==> config.mk <==
export PLATFORM = sky130hd
export DESIGN_NAME = rw_arbiter
export DESIGN_NICKNAME = d
export VERILOG_FILES = /design/src/rtl/rwa_pkg.sv /design/src/rtl/rwa_fifo.sv /design/src/rtl/rwa_pick.sv /design/src/rtl/rwa_issue.sv /design/src/rtl/rw_arbiter.sv
export SDC_FILE = /design/constraint.sdc
export NUM_CORES = 2
export LEC_CHECK = 0
export BUFFER_PORTS_ARGS = -buffer_cell sky130_fd_sc_hd__clkbuf_2
export CAP_MARGIN = 20
export CORE_ASPECT_RATIO = 0.6
export CORE_UTILIZATION = 65
export CTS_BUF_LIST = sky130_fd_sc_hd__clkbuf_8
export DETAILED_ROUTE_END_ITERATION = 12
export GPL_ROUTABILITY_DRIVEN = 0
export PLACE_DENSITY = 0.91
export SYNTH_ARGS = -nofsm -noshare
export SYNTH_HDL_FRONTEND = slang
export SYNTH_SLANG_ARGS = --single-unit
==> constraint.sdc <==
create_clock -name clk -period 6.4 [get_ports clk]
set_clock_uncertainty 0.15 [all_clocks]
set_input_delay 1.28 -clock clk [delete_from_list [all_inputs] [get_ports clk]]
set_output_delay 1.28 -clock clk [all_outputs]
set_load 0.01 [all_outputs]
==> src/rtl/rwa_pkg.sv <==
package rwa_pkg;

  typedef enum logic [1:0] {
    POL_ALTERNATE = 2'd0,
    POL_RD_FIRST  = 2'd1,
    POL_WR_FIRST  = 2'd2
  } policy_e;

  // 10 -> reads first, 01 -> writes first, 00/11 -> alternate
  function automatic policy_e decode_mode(input logic [1:0] m);
    case (m)
      2'b10:   return POL_RD_FIRST;
      2'b01:   return POL_WR_FIRST;
      default: return POL_ALTERNATE;
    endcase
  endfunction

endpackage

==> src/rtl/rwa_fifo.sv <==
module rwa_fifo #(
  parameter  int W     = 16,
  parameter  int DEPTH = 32,
  localparam int PTR_W = $clog2(DEPTH),
  localparam int CNT_W = $clog2(DEPTH + 1)
) (
  input  logic             clk,
  input  logic             rst,
  input  logic             push,
  input  logic [W-1:0]     din,
  input  logic             pop,
  output logic [W-1:0]     dout,
  output logic [CNT_W-1:0] count,
  output logic             empty
);

  logic [W-1:0]     mem [DEPTH];
  logic [PTR_W-1:0] wptr;
  logic [PTR_W-1:0] rptr;

  initial assert (DEPTH == (1 << PTR_W))
    else $error("rwa_fifo: DEPTH must be a power of two");

  // storage without reset so it maps onto RAM
  always_ff @(posedge clk) begin
    if (push) mem[wptr] <= din;
  end

  always_ff @(posedge clk) begin
    if (rst) begin
      wptr  <= '0;
      rptr  <= '0;
      count <= '0;
    end else begin
      if (push) wptr <= wptr + 1'b1;
      if (pop)  rptr <= rptr + 1'b1;
      count <= count + CNT_W'(push) - CNT_W'(pop);
    end
  end

  assign dout  = mem[rptr];
  assign empty = (count == '0);

  // the queue never holds more than its depth
  a_r6_no_overflow: assert property (@(posedge clk) disable iff (rst)
    push && !pop |-> count < CNT_W'(DEPTH));

  // a head is only taken from a queue that has one
  a_r9_no_underflow: assert property (@(posedge clk) disable iff (rst)
    pop |-> !empty);

endmodule

==> src/rtl/rwa_pick.sv <==
module rwa_pick (
  input  logic             clk,
  input  logic             rst,
  input  rwa_pkg::policy_e policy,
  input  logic             rd_req,
  input  logic             wr_req,
  input  logic             go,
  output logic             gnt_rd,
  output logic             gnt_wr
);
  import rwa_pkg::*;

  // 1 when the most recent grant went to the write side
  logic last_wr;

  always_comb begin
    gnt_rd = 1'b0;
    gnt_wr = 1'b0;
    if (go) begin
      if (rd_req && wr_req) begin
        case (policy)
          POL_RD_FIRST: gnt_rd = 1'b1;
          POL_WR_FIRST: gnt_wr = 1'b1;
          default: begin
            if (last_wr) gnt_rd = 1'b1;
            else         gnt_wr = 1'b1;
          end
        endcase
      end else begin
        gnt_rd = rd_req;
        gnt_wr = wr_req;
      end
    end
  end

  always_ff @(posedge clk) begin
    if (rst)                  last_wr <= 1'b1;
    else if (gnt_rd || gnt_wr) last_wr <= gnt_wr;
  end

  // at most one grant per cycle
  a_r10_one_grant: assert property (@(posedge clk) disable iff (rst)
    $onehot0({gnt_rd, gnt_wr}));

  // a lone requester is always served when a decision is made
  a_r4_lone_served: assert property (@(posedge clk) disable iff (rst)
    go && (rd_req != wr_req) |-> (gnt_rd == rd_req) && (gnt_wr == wr_req));

  // alternation never serves the same side twice while both wait
  a_r3_no_repeat: assert property (@(posedge clk) disable iff (rst)
    gnt_wr && policy == POL_ALTERNATE ##1
      (go && rd_req && wr_req && policy == POL_ALTERNATE) |-> gnt_rd);

endmodule

==> src/rtl/rwa_issue.sv <==
module rwa_issue #(
  parameter int ADDR_W = 16,
  parameter int DATA_W = 32
) (
  input  logic              clk,
  input  logic              rst,
  input  logic              load,
  input  logic              ld_write,
  input  logic [ADDR_W-1:0] ld_addr,
  input  logic [DATA_W-1:0] ld_data,
  input  logic              dn_ready,
  output logic              dn_valid,
  output logic              dn_write,
  output logic [ADDR_W-1:0] dn_addr,
  output logic [DATA_W-1:0] dn_data,
  output logic              slot_free
);

  assign slot_free = !dn_valid || dn_ready;

  always_ff @(posedge clk) begin
    if (rst) begin
      dn_valid <= 1'b0;
      dn_write <= 1'b0;
      dn_addr  <= '0;
      dn_data  <= '0;
    end else if (slot_free) begin
      dn_valid <= load;
      if (load) begin
        dn_write <= ld_write;
        dn_addr  <= ld_addr;
        dn_data  <= ld_data;
      end
    end
  end

  // a stalled issue slot keeps its contents
  a_r10_hold: assert property (@(posedge clk) disable iff (rst)
    dn_valid && !dn_ready |=> dn_valid && $stable(dn_write)
                              && $stable(dn_addr) && $stable(dn_data));

  // nothing is loaded over a stalled request
  a_r10_load_needs_slot: assert property (@(posedge clk) disable iff (rst)
    load |-> slot_free);

endmodule

==> src/rtl/rw_arbiter.sv <==
module rw_arbiter
  import rwa_pkg::*;
#(
  parameter int ADDR_W = 16,
  parameter int DATA_W = 32,
  parameter int DEPTH  = 32,
  parameter int WM_W   = 5
) (
  input  logic              clk,
  input  logic              rst,
  input  logic              sw_rst,
  input  logic              enable,
  input  logic [1:0]        mode,
  input  logic [WM_W-1:0]   watermark,
  input  logic              rd_valid,
  output logic              rd_ready,
  input  logic [ADDR_W-1:0] rd_addr,
  input  logic              wr_valid,
  output logic              wr_ready,
  input  logic [ADDR_W-1:0] wr_addr,
  input  logic [DATA_W-1:0] wr_data,
  output logic              dn_valid,
  input  logic              dn_ready,
  output logic              dn_write,
  output logic [ADDR_W-1:0] dn_addr,
  output logic [DATA_W-1:0] dn_data,
  output logic              rd_afull,
  output logic              wr_afull,
  output logic              busy
);

  localparam int CNT_W = $clog2(DEPTH + 1);
  localparam int WR_W  = ADDR_W + DATA_W;

  logic              clr_all;
  logic              rd_push, wr_push;
  logic              gnt_rd, gnt_wr;
  logic              rd_empty, wr_empty;
  logic [CNT_W-1:0]  rd_count, wr_count;
  logic [ADDR_W-1:0] rd_head;
  logic [WR_W-1:0]   wr_head;
  logic              slot_free;
  logic [ADDR_W-1:0] ld_addr;
  logic [DATA_W-1:0] ld_data;
  policy_e           policy;

  assign clr_all = rst || sw_rst;
  assign policy  = decode_mode(mode);

  // occupancy threshold, re-evaluated every cycle
  assign rd_afull = rd_count >= CNT_W'(watermark);
  assign wr_afull = wr_count >= CNT_W'(watermark);

  // while disabled everything is taken and dropped
  assign rd_ready = enable ? !rd_afull : 1'b1;
  assign wr_ready = enable ? !wr_afull : 1'b1;
  assign rd_push  = enable && rd_valid && !rd_afull;
  assign wr_push  = enable && wr_valid && !wr_afull;

  rwa_fifo #(.W(ADDR_W), .DEPTH(DEPTH)) rd_q (
    .clk   (clk),
    .rst   (clr_all),
    .push  (rd_push),
    .din   (rd_addr),
    .pop   (gnt_rd),
    .dout  (rd_head),
    .count (rd_count),
    .empty (rd_empty)
  );

  rwa_fifo #(.W(WR_W), .DEPTH(DEPTH)) wr_q (
    .clk   (clk),
    .rst   (clr_all),
    .push  (wr_push),
    .din   ({wr_addr, wr_data}),
    .pop   (gnt_wr),
    .dout  (wr_head),
    .count (wr_count),
    .empty (wr_empty)
  );

  rwa_pick pick_i (
    .clk    (clk),
    .rst    (clr_all),
    .policy (policy),
    .rd_req (!rd_empty),
    .wr_req (!wr_empty),
    .go     (enable && slot_free),
    .gnt_rd (gnt_rd),
    .gnt_wr (gnt_wr)
  );

  assign ld_addr = gnt_wr ? wr_head[WR_W-1 -: ADDR_W] : rd_head;
  assign ld_data = gnt_wr ? wr_head[DATA_W-1:0] : '0;

  rwa_issue #(.ADDR_W(ADDR_W), .DATA_W(DATA_W)) issue_i (
    .clk       (clk),
    .rst       (clr_all),
    .load      (gnt_rd || gnt_wr),
    .ld_write  (gnt_wr),
    .ld_addr   (ld_addr),
    .ld_data   (ld_data),
    .dn_ready  (dn_ready),
    .dn_valid  (dn_valid),
    .dn_write  (dn_write),
    .dn_addr   (dn_addr),
    .dn_data   (dn_data),
    .slot_free (slot_free)
  );

  assign busy = !rd_empty || !wr_empty || dn_valid;

  // read-first never serves a write while a read waits
  a_r1_read_first: assert property (@(posedge clk) disable iff (clr_all)
    mode == 2'b10 && gnt_wr |-> rd_empty);

  // write-first never serves a read while a write waits
  a_r2_write_first: assert property (@(posedge clk) disable iff (clr_all)
    mode == 2'b01 && gnt_rd |-> wr_empty);

  // no new grant while disabled
  a_r5_no_grant_off: assert property (@(posedge clk) disable iff (clr_all)
    !enable |-> !(gnt_rd || gnt_wr));

  // a software clear leaves the block idle
  a_r8_clear_idle: assert property (@(posedge clk) disable iff (rst)
    $past(sw_rst) |-> !busy && !dn_valid);

endmodule

; ---- After elaboration in Yosys (flattened, before gate mapping)
; Memories as Yosys holds them, arrays and structs flattened. A register that Yosys moved wholly into a read port is not among the register bits.
; Cells that the tools add are included.
[totals]
regBits = 83
ramBits = 2048
input_bits = 78
output_inout_bits = 55
elab_cells = 67
memories = 2
[memory_table]
columns = memory, depth, width, rd, rd_ports_with_merged_regs, write_ports, line_no
row1 = wr_q.mem, 32, 48, 1, 1, 1, rwa_fifo.sv:17  ; logic [W-1:0] mem [DEPTH];
row2 = rd_q.mem, 32, 16, 1, 1, 1, rwa_fifo.sv:17
[classes]
addsub = 8
order_cmp = 2
eq_ne = 4
n_mux = 21
n_reduce_logical = 19
[op_table]
columns = operator, count
row1 = 2-to-1 mux 32 bit, 1
row2 = "adder 5 x 1 -> 5 bit, second input constant", 4
row3 = 2-to-1 mux 5 bit, 4
row4 = 2-to-1 mux 16 bit, 1
row5 = adder 6 x 1 -> 6 bit, 2
row6 = >= comparator 6 x 5 -> 1 bit, 2
row7 = zero test 6 bit, 2
row8 = 2-to-1 mux 1 bit, 12
row9 = subtractor 6 x 1 -> 6 bit, 2
row10 = logical AND 1 bit, 6
row11 = zero test 1 bit, 5
row12 = logical OR 1 bit, 5
row13 = "equality test 2 x 1 -> 1 bit, second input constant", 2
row14 = "equality test 2 bit, second input constant", 2
row15 = case mux 1 bit (2 select lines), 2
row16 = case mux 2 bit (2 select lines), 1
row17 = AND reduction 2 bit, 1

; ---- Depth between registers and ports, before layout
[logic_depth]
ltp_word = 8
ltp_mapped = 16

; ---- Hierarchy
; A second synthesis with hierarchy kept.
[unflattened]
hier_cells = 4380
hier_area_um2 = 83647.7
[by_module_without_submodules]
columns = mod, n_inst, cells_per_inst, area_each_um2, seq_area_each_um2
row1 = rwa_fifo (wr_q), 1, 2970, 59751.1, 46544.6
row2 = rwa_fifo (rd_q), 1, 1061, 20648.6, 15795.1
row3 = rwa_issue, 1, 228, 2354.8, 1001.0
row4 = rw_arbiter, 1, 106, 784.5, 0.0
row5 = rwa_pick, 1, 15, 108.9, 20.0

; ---- Least setup slack after synthesis
; Ideal clock, no wire load.
[synth_timing]
kind = input -> register
from = input watermark[0]
to = memory wr_q.mem[28][0] (netlist bit) (enable)
setup_ps = 454
arrival_ps = 4864
t_required_ps = 5796
setup_slack_ps = 932
path_stages = 8
n_path_buf = 0
cell_sequence = ha_1 nand2b_1 a21o_1 a2111oi_0 nor2_1 inv_1 nand2_1 nor2_1
[synth_via]
elab_chain_len = 5
[synth_rtl]
columns = item, line_no
row1 = from (decl), rw_arbiter.sv:14  ; input logic [WM_W-1:0] watermark,
row2 = >= comparator 6 x 5 -> 1 bit, rw_arbiter.sv:52  ; assign wr_afull = wr_count >= CNT_W'(watermark);
row3 = zero test 1 bit, rw_arbiter.sv:58  ; assign wr_push = enable && wr_valid && !wr_afull;
row4 = logical AND 1 bit, rw_arbiter.sv:58
row5 = named net wr_push, rw_arbiter.sv:36  ; logic rd_push, wr_push;
row6 = 2-to-1 mux 1 bit, rwa_fifo.sv:26  ; if (push) mem[wptr] <= din;
row7 = 2-to-1 mux 1 bit (implied by the code), rwa_fifo.sv:26
row8 = to (decl), rwa_fifo.sv:17
; The timed path passes the listed nets, and every way through them passes these cells.

; ---- Worst setup path after layout
[layout_timing]
from = register rd_q.count[0]
to = memory rd_q.mem[24][8] (netlist: rd_q.mem[6][8]) (enable)
[layout_via]
elab_chain_len = 5
[layout_rtl]
columns = item, line_no
row1 = from (decl), rwa_fifo.sv:13  ; output logic [CNT_W-1:0] count,
row2 = from (signal assigned), rwa_fifo.sv:37  ; count <= count + CNT_W'(push) - CNT_W'(pop);
row3 = >= comparator 6 x 5 -> 1 bit, rw_arbiter.sv:51  ; assign rd_afull = rd_count >= CNT_W'(watermark);
row4 = zero test 1 bit, rw_arbiter.sv:57  ; assign rd_push = enable && rd_valid && !rd_afull;
row5 = logical AND 1 bit, rw_arbiter.sv:57
row6 = named net rd_push, rw_arbiter.sv:36
row7 = 2-to-1 mux 1 bit, rwa_fifo.sv:26
row8 = 2-to-1 mux 1 bit (implied by the code), rwa_fifo.sv:26
row9 = to (decl), rwa_fifo.sv:17
; The timed path passes the listed nets, and every way through them passes these cells.

==> metrics <==
final wirelength=240 mm; DIE WIDTH=459 um; post-synthesis register bit count=2141; Post-synth top flop=edfxtp_1; initial antenna violation count=27; flop-to-flop setup slack=1.80 ns; max-cap violations=0; Final Setup Violations=0; Nets=4050; core region area=124000 um2; Distinct cells, synth=49; register area share after synthesis=0.778; CP Launch Type=flop; largest net degree at the start of global routing=109; global route overflow=0; Max H-tree Level=5; CTS-repair resized insts=0; Post-synth ARST share=0; final worst-path cycle share=0.719; syn_area_per_cell=22.8 um2; Worst Setup EP=rd_q.mem[6][8]; GRT Total Usage=0.368; CTS Buf Count=301; initial DRC count=10200; Die Footprint=127000 um2; vias=45300; ratio of cells with drive above 1 in the final layout=0.301; drt wl/cell=40.9 um; syn_nets=3685; I/O Buffers=132; r2r startpoint=rd_q.count[0]; status=finished, final reports clean; Area growth, synth to finish=10.8%; final core utilization=0.728; RSZ-0062 raised after global routing=no; P per Cell Area=333 nW/um2; crit-path max FO=16; Syn Inst Count=3567; most frequent cells in the layout=edfxtp_1 (2048), mux4_2 (577), clkbuf_8 (324), inv_1 (142), clkbuf_2 (132); CTS Root Cell=clkbuf_8; leading cell type in the layout, fill and taps excluded=edfxtp_1; Worst Setup End Kind=flop; fmax=0.217 GHz; met2 WL=108 mm; clk buf depth=4; pre-CTS WS=1.47 ns; YS warnings=0; metal3 WL=40.3 mm; EDFF count, synth=2048; Post-DP HPWL=129 mm; DRT antenna net count=0; row count=100; clock slew at reported path FFs=0.07 ns; clock sinks=2141; final hold violations=0; Post-CTS Hold Buffers=0; Tmin final=4.60 ns; die height=276 um; Mapped Area=81500 um2; Least-Margin Pin Slew=1.18 ns; register area=63400 um2; DRC=0; Crit Path Class=reg2reg; leakage=28.1 nW; area occupied by multi-input gates=17400 um2; Crit. Startpoint=rd_q.count[0]; worst-skew pair later-pin latency=0.99 ns; number of global-route vias before repair=43200; fillers=6022; Hold WS=0.297 ns; TNS Setup=0 ns; first-pass GRT wire length=323 mm; r2r endpoint=rd_q.mem[6][8]; Post-CTS Setup Inserts=0; HP Class=reg2reg; Worst EP required=6.87 ns; highest routed layer=met5; Ports=133; vias per inst=7.74; Worst IR Drop VDD=0.000212 V; Reg2Reg Depth=10; Final Max Tran Viols=0; Initial Util=0.657; M1 WL=73.1 mm; slew margin rel.=0.209; Arrival @ worst endpoint=5.08 ns; final worst slack=1.80 ns; first-pass detailed-route iteration total=7; CTS tree=yes
## metrics by stage
step	cell area, um2	cells	total power, mW
floorplan	81500	3567	18.5
global placement	84900	5310	19.6
detailed placement	84900	5311	19.9
CTS	90300	5831	29.8
global route	90300	5841	30.7
finish	90300	5852	30.1
## cells by family after synthesis
family                     count (synthesis)  share of synthesized area
AOI/OAI and AO/OA                        199                     0.0175
xor gates and xnor gates                  20                    0.00215
adders and majority gates                 40                    0.00633
buffers and inverters                    221                     0.0124
DFF                                     2141                      0.778
muxes                                    645                      0.168
and+or+nand+nor                          301                     0.0162
## cells in the mapped netlist, types with 9 or more instances
library cell	instances	area (um2)
edfxtp_1	2048	61500
buf_2	52	260
nand2_1	116	435
mux2i_1	67	671
ha_1	38	475
xnor2_1	9	78.8
and3_1	15	93.8
mux4_2	577	13000
clkbuf_1	85	319
buf_4	21	158
nor2_1	122	458
o21ai_0	17	85.1
o32ai_1	14	123
xor2_1	11	96.3
inv_1	35	131
a21oi_1	16	80.1
dfxtp_1	93	1860
buf_1	22	82.6
a22oi_1	121	908
## sequential cells by signal, indices dropped and copies added, names as in the netlist, 5 cells and up, named ones only
| name | cells |
|---|---|
| issue_i.dn_addr | 16 |
| rd_q.mem | 512 |
| wr_q.mem | 1536 |
| wr_q.wptr | 5 |
| rd_q.wptr | 5 |
| issue_i.dn_data | 32 |
| wr_q.rptr | 5 |
| rd_q.rptr | 5 |
| wr_q.count | 6 |
| rd_q.count | 6 |
## worst min path at each step
| stage | start | to | slack, ns | cells past startpoint |
|---|---|---|---|---|
| finish | issue_i.dn_data[9] | issue_i.dn_data[9] | 0.30 | 2 |
| global route | issue_i.dn_data[9] | issue_i.dn_data[9] | 0.32 | 2 |
| CTS | issue_i.dn_data[9] | issue_i.dn_data[9] | 0.29 | 2 |
| detailed placement | issue_i.dn_data[9] | issue_i.dn_data[9] | 0.28 | 2 |
| global placement | issue_i.dn_data[1] | issue_i.dn_data[1] | 0.28 | 2 |
| floorplan | pick_i.last_wr | pick_i.last_wr | 0.31 | 2 |
## critical path, stage by stage (launching register included)
cell	delay [ns]
dfxtp_1	0.38
inv_1	0.16
ha_1	0.30
nand2b_1	0.15
a21o_1	0.21
a2111oi_1	1.02
nor2_1	0.24
inv_1	0.28
nand2_1	0.36
nor2_1	0.56
buf_4	0.39
## layout make-up
| type | count | area share |
|---|---|---|
| flip-flops and latches | 2141 | 0.702 |
| diodes | 20 | 0.000554 |
| inverters | 36 | 0.00150 |
| clock buffers | 324 | 0.0494 |
| clock inverters | 196 | 0.0103 |
| repair buffers | 247 | 0.0208 |
| multi-input cells | 1205 | 0.193 |
| well taps | 1683 | 0.0233 |
## metal layers
metal | GRT usage | up-vias
li1 | - | 15800
met1 | 0.501 | 22200
met2 | 0.547 | 6000
met4 | 0.201 | 18
met5 | 0 | -
met3 | 0.104 | 1285
## where the power goes
group	switching (mW)	internal, mW
Sequential	0.263	15.6
Clock	5.35	4.86
Combinational	2.37	1.66
Total	7.98	22.1
Note: power is estimated with default switching activity, not from simulation.
